--- config.mk ---
export PLATFORM = sky130hd
export DESIGN_NAME = dbg_serial_port
export DESIGN_NICKNAME = d
export VERILOG_FILES = /design/src/rtl/dbgp_pkg.sv /design/src/rtl/dbgp_strap.sv /design/src/rtl/dbgp_tick.sv /design/src/rtl/dbgp_resp_buf.sv /design/src/rtl/dbgp_shifter.sv /design/src/rtl/dbg_serial_port.sv
export SDC_FILE = /design/constraint.sdc
export NUM_CORES = 1
export LEC_CHECK = 0
export ABC_AREA = 1
export ABC_CLOCK_PERIOD_IN_PS = 2310
export CAP_MARGIN = 0
export CORE_ASPECT_RATIO = 1.1
export CORE_UTILIZATION = 60
export CTS_BUF_LIST = sky130_fd_sc_hd__clkbuf_2 sky130_fd_sc_hd__clkbuf_4 sky130_fd_sc_hd__clkbuf_8
export CTS_CLUSTER_SIZE = 12
export DETAILED_ROUTE_END_ITERATION = 10
export DONT_BUFFER_PORTS = 1
export HOLD_SLACK_MARGIN = 0.05
export PLACE_DENSITY = 0.76
export SLEW_MARGIN = 20
export SYNTH_ARGS = -nofsm -noshare
export SYNTH_HDL_FRONTEND = slang
export SYNTH_SLANG_ARGS = --single-unit
--- constraint.sdc ---
create_clock -name clk -period 2.31 [get_ports clk]
set_input_delay 0.1155 -clock clk [delete_from_list [all_inputs] [get_ports clk]]
set_output_delay 0.1155 -clock clk [all_outputs]
set_load 0.01 [all_outputs]
--- src/rtl/dbgp_pkg.sv ---
package dbgp_pkg;
  typedef enum logic {
    CLK_EXT = 1'b0,
    CLK_SYS = 1'b1
  } clk_mode_e;

  typedef enum logic {
    SH_IDLE = 1'b0,
    SH_BUSY = 1'b1
  } sh_state_e;

  // mode bit + control bit ahead of the payload
  localparam int HDR_BITS = 2;
endpackage

--- src/rtl/dbgp_strap.sv ---
module dbgp_strap
  import dbgp_pkg::*;
(
  input  logic      clk,
  input  logic      rst_n,
  input  logic      ser_clk_i,
  input  logic      ser_din_i,
  input  logic      dbg_event_i,
  output logic      strap_done_o,
  output clk_mode_e mode_o,
  output logic      freeze_o
);
  always_ff @(posedge clk or negedge rst_n) begin
    if (!rst_n) begin
      strap_done_o <= 1'b0;
      mode_o       <= CLK_EXT;
      freeze_o     <= 1'b0;
    end else if (!strap_done_o) begin
      strap_done_o <= 1'b1;
      mode_o       <= clk_mode_e'(ser_din_i);
      freeze_o     <= ser_clk_i;
    end else if (dbg_event_i) begin
      freeze_o <= 1'b1;
    end
  end
endmodule

--- src/rtl/dbgp_tick.sv ---
module dbgp_tick
  import dbgp_pkg::*;
#(
  parameter int SYNC_STAGES = 2
) (
  input  logic      clk,
  input  logic      rst_n,
  input  logic      en_i,
  input  clk_mode_e mode_i,
  input  logic      ser_clk_i,
  input  logic      ser_din_i,
  output logic      tick_o,
  output logic      bit_o
);
  localparam int TOP = SYNC_STAGES - 1;

  logic [SYNC_STAGES-1:0] clk_q;
  logic [SYNC_STAGES-1:0] din_q;
  logic                   clk_last;

  always_ff @(posedge clk or negedge rst_n) begin
    if (!rst_n) begin
      clk_q    <= '0;
      din_q    <= '0;
      clk_last <= 1'b0;
    end else begin
      clk_q    <= {clk_q[TOP-1:0], ser_clk_i};
      din_q    <= {din_q[TOP-1:0], ser_din_i};
      clk_last <= clk_q[TOP];
    end
  end

  always_comb begin
    if (mode_i == CLK_SYS) begin
      tick_o = en_i;
      bit_o  = ser_din_i;
    end else begin
      tick_o = en_i & clk_q[TOP] & ~clk_last;
      bit_o  = din_q[TOP];
    end
  end
endmodule

--- src/rtl/dbgp_resp_buf.sv ---
module dbgp_resp_buf #(
  parameter int DATA_W = 32
) (
  input  logic              clk,
  input  logic              rst_n,
  input  logic              valid_i,
  input  logic [DATA_W-1:0] data_i,
  output logic              ready_o,
  input  logic              take_i,
  output logic              full_o,
  output logic [DATA_W-1:0] word_o
);
  logic accept;
  assign ready_o = ~full_o;
  assign accept  = valid_i & ready_o;

  always_ff @(posedge clk or negedge rst_n) begin
    if (!rst_n) begin
      full_o <= 1'b0;
      word_o <= '0;
    end else begin
      if (accept) begin
        full_o <= 1'b1;
        word_o <= data_i;
      end else if (take_i) begin
        full_o <= 1'b0;
      end
    end
  end
endmodule

--- src/rtl/dbgp_shifter.sv ---
module dbgp_shifter
  import dbgp_pkg::*;
#(
  parameter int DATA_W = 32
) (
  input  logic              clk,
  input  logic              rst_n,
  input  logic              tick_i,
  input  logic              bit_i,
  input  logic              resp_full_i,
  input  logic [DATA_W-1:0] resp_word_i,
  input  logic              freeze_i,
  output logic              take_o,
  output logic              dout_o,
  output logic              rx_valid_o,
  output logic              rx_mode_o,
  output logic              rx_ctrl_o,
  output logic [DATA_W-1:0] rx_data_o
);
  localparam int FR_W  = DATA_W + HDR_BITS;
  localparam int CNT_W = $clog2(FR_W);
  localparam logic [CNT_W-1:0] LAST = CNT_W'(FR_W - 1);

  sh_state_e        state;
  logic [CNT_W-1:0] cnt;
  logic [FR_W-2:0]  rx_sr;
  logic [FR_W-1:0]  tx_sr;
  logic [FR_W-1:0]  load_word;
  logic [FR_W-1:0]  rx_full;

  assign load_word = resp_full_i ? {1'b1, freeze_i, resp_word_i}
                                 : {1'b0, freeze_i, {DATA_W{1'b0}}};
  assign take_o    = tick_i & (state == SH_IDLE) & bit_i;
  assign rx_full   = {rx_sr, bit_i};

  always_ff @(posedge clk or negedge rst_n) begin
    if (!rst_n) begin
      state      <= SH_IDLE;
      cnt        <= '0;
      rx_sr      <= '0;
      tx_sr      <= '0;
      dout_o     <= 1'b0;
      rx_valid_o <= 1'b0;
      rx_mode_o  <= 1'b0;
      rx_ctrl_o  <= 1'b0;
      rx_data_o  <= '0;
    end else begin
      rx_valid_o <= 1'b0;
      if (tick_i) begin
        if (state == SH_IDLE) begin
          if (bit_i) begin
            state  <= SH_BUSY;
            cnt    <= '0;
            tx_sr  <= load_word;
            dout_o <= load_word[FR_W-1];
          end else begin
            dout_o <= 1'b0;
          end
        end else begin
          rx_sr <= {rx_sr[FR_W-3:0], bit_i};
          if (cnt == LAST) begin
            state      <= SH_IDLE;
            dout_o     <= 1'b0;
            rx_valid_o <= 1'b1;
            rx_mode_o  <= rx_full[FR_W-1];
            rx_ctrl_o  <= rx_full[FR_W-2];
            rx_data_o  <= rx_full[DATA_W-1:0];
          end else begin
            cnt    <= cnt + 1'b1;
            tx_sr  <= tx_sr << 1;
            dout_o <= tx_sr[FR_W-2];
          end
        end
      end
    end
  end
endmodule

--- src/rtl/dbg_serial_port.sv ---
module dbg_serial_port
  import dbgp_pkg::*;
#(
  parameter int DATA_W      = 32,
  parameter int SYNC_STAGES = 2
) (
  input  logic              clk,
  input  logic              rst_n,
  input  logic              ser_clk_i,
  input  logic              ser_din_i,
  output logic              ser_dout_o,
  output logic              freeze_o,
  input  logic              dbg_event_i,
  input  logic              resp_valid_i,
  output logic              resp_ready_o,
  input  logic [DATA_W-1:0] resp_data_i,
  output logic              rx_valid_o,
  output logic              rx_mode_o,
  output logic              rx_ctrl_o,
  output logic [DATA_W-1:0] rx_data_o
);
  logic              strap_done;
  clk_mode_e         clk_mode;
  logic              tick;
  logic              sbit;
  logic              take;
  logic              resp_full;
  logic [DATA_W-1:0] resp_word;

  dbgp_strap strap_i (
    .clk          (clk),
    .rst_n        (rst_n),
    .ser_clk_i    (ser_clk_i),
    .ser_din_i    (ser_din_i),
    .dbg_event_i  (dbg_event_i),
    .strap_done_o (strap_done),
    .mode_o       (clk_mode),
    .freeze_o     (freeze_o)
  );

  dbgp_tick #(.SYNC_STAGES(SYNC_STAGES)) tick_i (
    .clk       (clk),
    .rst_n     (rst_n),
    .en_i      (strap_done),
    .mode_i    (clk_mode),
    .ser_clk_i (ser_clk_i),
    .ser_din_i (ser_din_i),
    .tick_o    (tick),
    .bit_o     (sbit)
  );

  dbgp_resp_buf #(.DATA_W(DATA_W)) resp_i (
    .clk     (clk),
    .rst_n   (rst_n),
    .valid_i (resp_valid_i),
    .data_i  (resp_data_i),
    .ready_o (resp_ready_o),
    .take_i  (take),
    .full_o  (resp_full),
    .word_o  (resp_word)
  );

  dbgp_shifter #(.DATA_W(DATA_W)) shift_i (
    .clk         (clk),
    .rst_n       (rst_n),
    .tick_i      (tick),
    .bit_i       (sbit),
    .resp_full_i (resp_full),
    .resp_word_i (resp_word),
    .freeze_i    (freeze_o),
    .take_o      (take),
    .dout_o      (ser_dout_o),
    .rx_valid_o  (rx_valid_o),
    .rx_mode_o   (rx_mode_o),
    .rx_ctrl_o   (rx_ctrl_o),
    .rx_data_o   (rx_data_o)
  );
endmodule

; Word level (Yosys, flattened, before mapping)
; Index checks and enable logic that the tools add are counted.
[word_totals]
output_inout_bits = 38
reg_bits = 150
elab_cells = 56
inputBits = 38
[op_classes]
n_mux = 22
n_eq_ne = 3
n_reduce_logical = 5
addsub = 1
n_bitwise = 8
[ops]
columns = cell, n
row1 = 2-to-1 mux 33 bit, 3
row2 = 2-to-1 mux 34 bit, 1
row3 = 2-to-1 mux 6 bit, 3
row4 = 2-to-1 mux 1 bit, 15
row5 = "adder 6 x 1 -> 6 bit, second input constant", 1
row6 = "equality test 6 bit, second input constant", 1
row7 = AND reduction 3 bit, 2
row8 = AND 1 bit, 5
row9 = "inequality test 2 bit, second input constant", 2
row10 = nonzero test 2 bit, 2
row11 = inverter 1 bit, 3
row12 = AND reduction 2 bit, 1

; Logic depth before layout (Yosys ltp)
; Gate-level depths: netlist (run 1).
[logic_depth]
depth_word = 7
ltp_mapped = 9
depth_no_buf = 8

; Cells and area by module
; A second synthesis (run 1) with hierarchy kept.
[hier_totals]
hier_cells = 703
hier_area_um2 = 6204.7
[modules_own_cells]
columns = mod, cells_per_inst, area_per_inst_um2, instances, seq_area_each_um2
row1 = dbgp_shifter, 533, 4588.2, 1, 2727.6
row2 = dbgp_resp_buf, 142, 1332.5, 1, 825.8
row3 = dbgp_tick, 13, 160.2, 1, 125.1
row4 = dbgp_strap, 15, 123.9, 1, 75.1

; Worst setup path before layout (run 1)
; No wires, ideal clock.
[synth_timing]
path_type = register -> register
start = reg shift_i.cnt[1]
end = reg shift_i.rx_data_o[25]
arrival_ns = 1.267
n_path_buf = 2
synth_period_minus_slack_ns = 1.388
required_ns = 2.189
setup_time_ns = 0.121
stages_incl_launch_ff = 10
setup_slack_ns = 0.922
path_cell_list = dfrtp_1 -> inv_1 -> ha_1 -> nand2_1 -> nor2_2 -> nand3_2 -> buf_6 -> buf_6 -> nand2_1 -> o21ai_1
[synth_via]
elab_chain_len = 2
[synth_rtl]
columns = item, line_no
row1 = "start, declared", dbgp_shifter.sv:25  ; logic [CNT_W-1:0] cnt;
row2 = "start signal, assigned", dbgp_shifter.sv:69  ; cnt <= cnt + 1'b1;
row3 = equality test 6 bit, dbgp_shifter.sv:61  ; if (cnt == LAST) begin
row4 = AND reduction 3 bit (no source line), n/a
row5 = "end signal, assigned", dbgp_shifter.sv:67  ; rx_data_o <= rx_full[DATA_W-1:0];
row6 = "end, declared", dbgp_shifter.sv:18  ; output logic [DATA_W-1:0] rx_data_o
; Every way passes these cells.
; A chain may end at the register's enable or synchronous reset.

; Final worst setup path (run 1)
[layout_timing]
start = reg shift_i.state
end = reg shift_i.cnt[3]
[layout_via]
elab_chain_len = 2
elab_cells_between_ends = 4
cone_classes = 1 x eq/ne / 1 x mux / 2 x reduce/logical
[layout_rtl]
columns = item, line_no
row1 = "start, declared", dbgp_shifter.sv:24  ; sh_state_e state;
row2 = "start signal, assigned", dbgp_shifter.sv:38  ; state <= SH_IDLE;
row3 = "start signal, assigned", dbgp_shifter.sv:52  ; state <= SH_BUSY;
row4 = "start signal, assigned", dbgp_shifter.sv:62  ; state <= SH_IDLE;
row5 = inequality test 2 bit (no source line) or nonzero test 2 bit (tied branches), n/a
row6 = AND reduction 3 bit (no source line), n/a
; Parallel ways exist; a longest one is shown, timed or not.

==> results of run 1 <==
-- kinds of logic (layout without fill, tap and decap cells) --
logic type / count (synthesis) / in the layout / share of synthesized area, %
AND/OR/NAND/NOR: 248 / 248 / 16.5
flip-flops: 150 / 150 / 62.9
AO/OA/AOI/OAI: 141 / 141 / 13.4
buffers and inverters: 80 / 119 / 6.50
adder cells (fa/ha/maj): 2 / 2 / 0.419
other: 1 / 1 / 0.0629
multiplexers: 1 / 1 / 0.168
-- worst paths after layout --
kind                                                start                                 to  slack, ns  cells after the start
worst max-delay path            shift_i.state$_DFFE_PN0P_         shift_i.cnt[3]$_DFFE_PN0P_       0.67                      6
worst min-delay path                                rst_n  shift_i.rx_data_o[11]$_DFFE_PN0P_      -0.64                      0
worst max register to register  shift_i.state$_DFFE_PN0P_         shift_i.cnt[3]$_DFFE_PN0P_       0.67                      6
worst min register to register  tick_i.din_q[0]$_DFF_PN0_          tick_i.din_q[1]$_DFF_PN0_       0.35                      0
max in group asynchronous                           rst_n      shift_i.tx_sr[20]$_DFFE_PN0P_       2.78                      0
min in group clk                             resp_valid_i       resp_i.word_o[6]$_DFFE_PN0P_       0.12                      4
-- timing repair --
| item | in CTS | in global routing |
|---|---|---|
| setup endpoints to repair | 0 | 0 |
| hold endpoints to repair | 190 | 150 |
| gates resized for setup | 0 | 0 |
-- critical path, stage by stage, from the launching register on --
cell	delay, ns
dfrtp_1	0.74
inv_2	0.12
nand3_1	0.14
nand3_2	0.10
buf_12	0.21
nand2_1	0.09
o21ai_0	0.09
-- registers in the layout, summed over array words and instances, names as in the netlist --
name and flops:
strap_i.freeze_o 1, tick_i.clk_last 1, shift_i.tx_sr 33, strap_i.strap_done_o 1
shift_i.dout_o 1, shift_i.state 1, resp_i.full_o 1, resp_i.word_o 32
shift_i.rx_sr 33, tick_i.din_q 2, shift_i.rx_mode_o 1, shift_i.rx_data_o 32
strap_i.mode_o 1, shift_i.rx_ctrl_o 1, shift_i.cnt 6, tick_i.clk_q 2
shift_i.rx_valid_o 1
-- through the flow --
| step | std cells | hold slack (ns) | cell area, um2 |
|---|---|---|---|
| finish | 779 | -0.635 | 6790 |
| global route | 779 | -0.669 | 6790 |
| CTS | 779 | -0.656 | 6790 |
| detailed placement | 711 | -0.177 | 5980 |
| global placement | 711 | -0.178 | 5980 |
| floorplan | 623 | -0.180 | 5960 |
-- final cells by class --
| type | instances | share of cell area, % |
|---|---|---|
| inverters | 44 | 2.43 |
| clock buffers | 21 | 4.07 |
| multi-input cells | 393 | 26.9 |
| repair buffers | 43 | 6.63 |
| well taps | 117 | 2.16 |
| flip-flops and latches | 150 | 55.3 |
| clock inverters | 11 | 2.52 |
-- per-layer routing --
layer  up-vias  GRT usage (%)  share of wire [%]
met5         -              0                  0
met4         0           10.1                1.6
met3        15           6.26                4.9
met2        98           37.1                 49
met1      1981           26.2                 44
li1       2068              -                  -
-- power breakdown --
part | switching, mW | total (mW) | leakage [nW] | internal, mW
Sequential | 0.449 | 3.75 | 1.98 | 3.30
Combinational | 0.642 | 1.19 | 0.978 | 0.546
Clock | 0.942 | 2.20 | 0.223 | 1.26
Total | 2.03 | 7.14 | 3.18 | 5.11
-- cell usage in the layout, fill, tap and decap left out, drive strengths merged, types with 2 or more instances in the layout --
master         n
nand2        221
dfrtp        150
o21ai        109
inv           45
dlygate4sd3   36
a22oi         31
clkbuf        21
nand3         11
nor2           8
buf            7
nand4          4
bufinv         4
clkinv         4
or2            3
ha             2
clkinvlp       2
==> results.sh, run 1 <==
export IMPL_fillers=677
export IMPL_clock_sinks=150
export IMPL_worstSetupPathType="reg -> reg"
export IMPL_synth_distinct_cells=25
export IMPL_worst_slew_pin_slew_ns=0.621
export IMPL_setup_tns_ns=0
export IMPL_ys_warn_count=0
export IMPL_cp_arrival_ns=1.95
export IMPL_synth_area_leaders="dfrtp_1 63%, nand2_1 14%, o21ai_0 5.8%"
export IMPL_nNetsFinal=689
export IMPL_rsz0062_at_grt="false"
export IMPL_synth_cells=623
export IMPL_wl_um=10200
export IMPL_syn_nets=663
export IMPL_drive_gt1_share_pct=8.16
export IMPL_rows=37
export IMPL_setup_ws_ns=0.672
export IMPL_cts_tree="done"
export IMPL_drc_errors=0
export IMPL_antenna_found_initial=0
export IMPL_root_buffer="clkbuf_8"
export IMPL_drt_iter0_markers=204
export IMPL_clk_path_buf_depth=2
export IMPL_synth_most_common_cell="nand2_1"
export IMPL_avgRoutedWirePerCell_um=13.1
export IMPL_synth_commonest_cells="219 x nand2_1, 150 x dfrtp_1, 69 x o21ai_0, 43 x inv_1, 36 x o21ai_1"
export IMPL_worstHoldPathType="in -> async"
export IMPL_numCtsBuffers=17
export IMPL_cp_start_kind="flop"
export IMPL_pin_count=76
export IMPL_synth_area_leader_cell="dfrtp_1"
export IMPL_synth_ff_latch_count=150
export IMPL_fmax_ghz=0.611
export IMPL_gp_congestion=0.769
export IMPL_p_leak_nw=3.18
export IMPL_grt_max_degree=151
export IMPL_fin_util_pct=71.5
export IMPL_cts_htree_levels=4
export IMPL_avgSynthCellArea_um2=9.57
export IMPL_dieArea_um2=10300
export IMPL_cp_required_ns=2.62
export IMPL_synth_area_um2=5960
export IMPL_cp_max_fo=79
export IMPL_period_needed_ns=1.64
export IMPL_timing_final_crit_share_pct=70.9
export IMPL_seqCellArea_um2=3750
export IMPL_p_total_mw=7.14
export IMPL_setup_viol=0
export IMPL_ant_nets=0
export IMPL_grt_pass1_vias=4157
export IMPL_whs_ns=-0.635
export IMPL_clkSlewWorstSetupHoldPaths_ns=0.08
export IMPL_failed_checks="hold timing"
export IMPL_synth_edff_count=0
export IMPL_dr_pass1_iters=4
export IMPL_diodes=0
export IMPL_port_buffers=0
export IMPL_ys_flop_type="dfrtp_1"
export IMPL_dieHeight_um=107
export IMPL_p_per_area_nw_per_um2=1050
export IMPL_grt_pass1_wl_um=18100
export IMPL_post_cts_buffers=0
export IMPL_area_delta_synth_final_pct=13.8
export IMPL_dieWidth_um=97.1
export IMPL_insertion_delay_ns=0.44
export IMPL_final_setup_skew_ns=0.0116
export IMPL_ys_seq_area_share_pct=62.9
export IMPL_status="complete, but fails checks"
export IMPL_maxSlewHeadroom_pct=58.6
export IMPL_drv_cap=0
export IMPL_place_hpwl_um=6030
export IMPL_overflow=0
export IMPL_async_flop_share_pct=100
export IMPL_routed_via_density=5.34
export IMPL_multi_input_area_um2=1830
export IMPL_cts_hold_buf=36
export IMPL_initial_utilization_pct=62.8
export IMPL_final_hold_violation_count=150
export IMPL_post_place_ws_ns=0.687
export IMPL_coreArea_um2=9490
export IMPL_track_usage_pct=22.0
export IMPL_peakVddDrop_uv=559
export IMPL_slew_violations=0
export IMPL_vias=4162
export IMPL_synth_top_area_share_pct=62.9
export IMPL_end_kind="flop"
(Power assumes the default switching activity.)
==> run 2: changes to the inputs <==
--- a/config.mk
+++ b/config.mk
@@ -6,16 +6,16 @@
 export NUM_CORES = 1
 export LEC_CHECK = 0
 export ABC_AREA = 1
-export ABC_CLOCK_PERIOD_IN_PS = 2310
+export ABC_CLOCK_PERIOD_IN_PS = 1500
 export CAP_MARGIN = 0
 export CORE_ASPECT_RATIO = 1.1
-export CORE_UTILIZATION = 60
+export CORE_UTILIZATION = 59
 export CTS_BUF_LIST = sky130_fd_sc_hd__clkbuf_2 sky130_fd_sc_hd__clkbuf_4 sky130_fd_sc_hd__clkbuf_8
 export CTS_CLUSTER_SIZE = 12
 export DETAILED_ROUTE_END_ITERATION = 10
 export DONT_BUFFER_PORTS = 1
 export HOLD_SLACK_MARGIN = 0.05
-export PLACE_DENSITY = 0.76
+export PLACE_DENSITY = 0.78
 export SLEW_MARGIN = 20
 export SYNTH_ARGS = -nofsm -noshare
 export SYNTH_HDL_FRONTEND = slang
==> constraint.sdc (replaced) <==
create_clock -name clk -period 1.5 [get_ports clk]
set_input_delay 0.075 -clock clk [delete_from_list [all_inputs] [get_ports clk]]
set_output_delay 0.075 -clock clk [all_outputs]
set_load 0.01 [all_outputs]
==> results.sh, run 2 (synthesis gave the netlist of run 1 again) <==
export IMPL_whs_ns=-0.670
export IMPL_status="complete, but fails checks"
export IMPL_dieWidth_um=97.9
export IMPL_instances_no_fill=791
export IMPL_routed_via_density=5.38
export IMPL_clock_sinks=150
export IMPL_pin_count=76
export IMPL_crit_start="shift_i.cnt[1]$_DFFE_PN0P_"
export IMPL_clk_path_buf_depth=2
export IMPL_timing_final_crit_share_pct=93.0
export IMPL_dieHeight_um=107
export IMPL_cp_max_fo=45
export IMPL_fmax_ghz=0.717
export IMPL_final_setup_skew_ns=0.0118
export IMPL_nNetsFinal=699
export IMPL_rows=38
export IMPL_combPwrFrac_pct=18.5
export IMPL_ant_nets=0
export IMPL_track_usage_pct=22.8
export IMPL_wl_um=11000
export IMPL_grt_pass1_vias=4332
export IMPL_gp_congestion=0.723
export IMPL_area_delta_synth_final_pct=15.6
export IMPL_worstSetupPathType="reg -> reg"
export IMPL_root_buffer="clkbuf_8"
export IMPL_insertion_delay_ns=0.43
export IMPL_drc_errors=8
export IMPL_diodes=0
export IMPL_failed_checks="DRC, hold timing"
export IMPL_setup_tns_ns=0
export IMPL_numCtsBuffers=17
export IMPL_p_per_area_nw_per_um2=1630
export IMPL_post_place_ws_ns=0.114
export IMPL_cp_start_kind="flop"
export IMPL_swShare_pct=28.0
export IMPL_drv_cap=0
export IMPL_place_inst=724
export IMPL_grt_pass1_wl_um=18900
export IMPL_initial_utilization_pct=60.6
export IMPL_top_regs="shift_i.rx_sr: 33 flops, shift_i.tx_sr: 33 flops"
export IMPL_worstHoldPathType="in -> async"
export IMPL_overflow=0
export IMPL_final_common_cell="nand2_1"
export IMPL_place_hpwl_um=6410
export IMPL_period_needed_ns=1.39
export IMPL_avgRoutedWirePerCell_um=14.0
export IMPL_internal_power_mw=8.08
export IMPL_p_switching_mw=3.15
export IMPL_cp_required_ns=1.81
export IMPL_setup_ws_ns=0.105
export IMPL_final_hold_violation_count=150
export IMPL_setup_viol=0
export IMPL_cts_tree="done"
export IMPL_grt_max_degree=151
export IMPL_cp_arrival_ns=1.70
export IMPL_antenna_found_initial=0
export IMPL_slew_violations=0
export IMPL_vias=4255
export IMPL_p_leak_nw=3.24
export IMPL_final_cell_mix="219 x nand2_1, 150 x dfrtp_1, 68 x o21ai_0"
export IMPL_peakVddDrop_uv=881
export IMPL_port_buffers=0
export IMPL_rr_startpoint="shift_i.cnt[1]$_DFFE_PN0P_"
export IMPL_dieArea_um2=10500
export IMPL_drt_iter0_markers=190
export IMPL_end_kind="flop"
export IMPL_cts_hold_buf=36
export IMPL_clkSlewWorstSetupHoldPaths_ns=0.08
export IMPL_drive_gt1_share_pct=9.39
export IMPL_dr_pass1_iters=7
export IMPL_clkPwrFrac_pct=30.9
export IMPL_coreArea_um2=9840
export IMPL_post_cts_buffers=0
export IMPL_rsz0062_at_grt="true"
export IMPL_seq_power_share_pct=50.6
export IMPL_cts_htree_levels=4
## run 2: power groups by stage
stage	logic, mW	clock network [mW]	registers, mW
after detailed placement	1.98	0	5.73
after floorplan	1.55	0	5.61
after CTS	2.06	3.54	5.67
after global placement	1.85	0	5.70
final	2.07	3.47	5.68
after global routing	2.40	3.69	5.80
## run 2: layer usage
| metal | part of all wire, % | track usage (%) |
|---|---|---|
| met1 | 43 | 26.8 |
| met2 | 50 | 39.4 |
| met3 | 5.7 | 7.01 |
| met4 | 1.3 | 8.23 |
| met5 | 0 | 0 |
## run 2: worst max-delay path, cell delays in order, from the launching register on
cell and delay [ns]:
dfrtp_1 0.39, inv_1 0.06, ha_1 0.16, nand2_1 0.07
nor2_2 0.13, nand3_2 0.11, buf_12 0.20, nand2_1 0.07
o21ai_0 0.08
## run 2: final timing paths
path / to / slack (ns) / cells past startpoint
setup / recovery: shift_i.rx_data_o[14]$_DFFE_PN0P_ / 0.11 / 8
hold / removal: shift_i.rx_data_o[8]$_DFFE_PN0P_ / -0.67 / 0
setup reg to reg: shift_i.rx_data_o[14]$_DFFE_PN0P_ / 0.11 / 8
hold reg to reg: tick_i.clk_q[1]$_DFF_PN0_ / 0.35 / 0
max in group asynchronous: shift_i.cnt[2]$_DFFE_PN0P_ / 2.00 / 0
min in group clk: tick_i.clk_q[0]$_DFF_PN0_ / 0.24 / 1
## run 2: area by class of cell
type,instances,area (um2)
flip-flops and latches,150,3750
repair buffers,53,551
inverters,44,165
well taps,120,150
clock inverters,9,176
multi-input cells,393,1830
clock buffers,22,272
fillers,733,2950
## run 2: repair_timing
item | CTS | global route
gates resized for setup | 0 | 1
setup endpoints to repair | 0 | 6
hold endpoints to repair | 190 | 150
## run 2: per-stage QoR
step / power, mW / util (%) / area [um2]
after CTS: 11.3 / 70.0 / 6890
after floorplan: 7.15 / - / 5960
final: 11.2 / 70.0 / 6890
after global routing: 11.9 / 70.0 / 6890
after detailed placement: 7.71 / 61.8 / 6080
after global placement: 7.55 / 61.8 / 6080
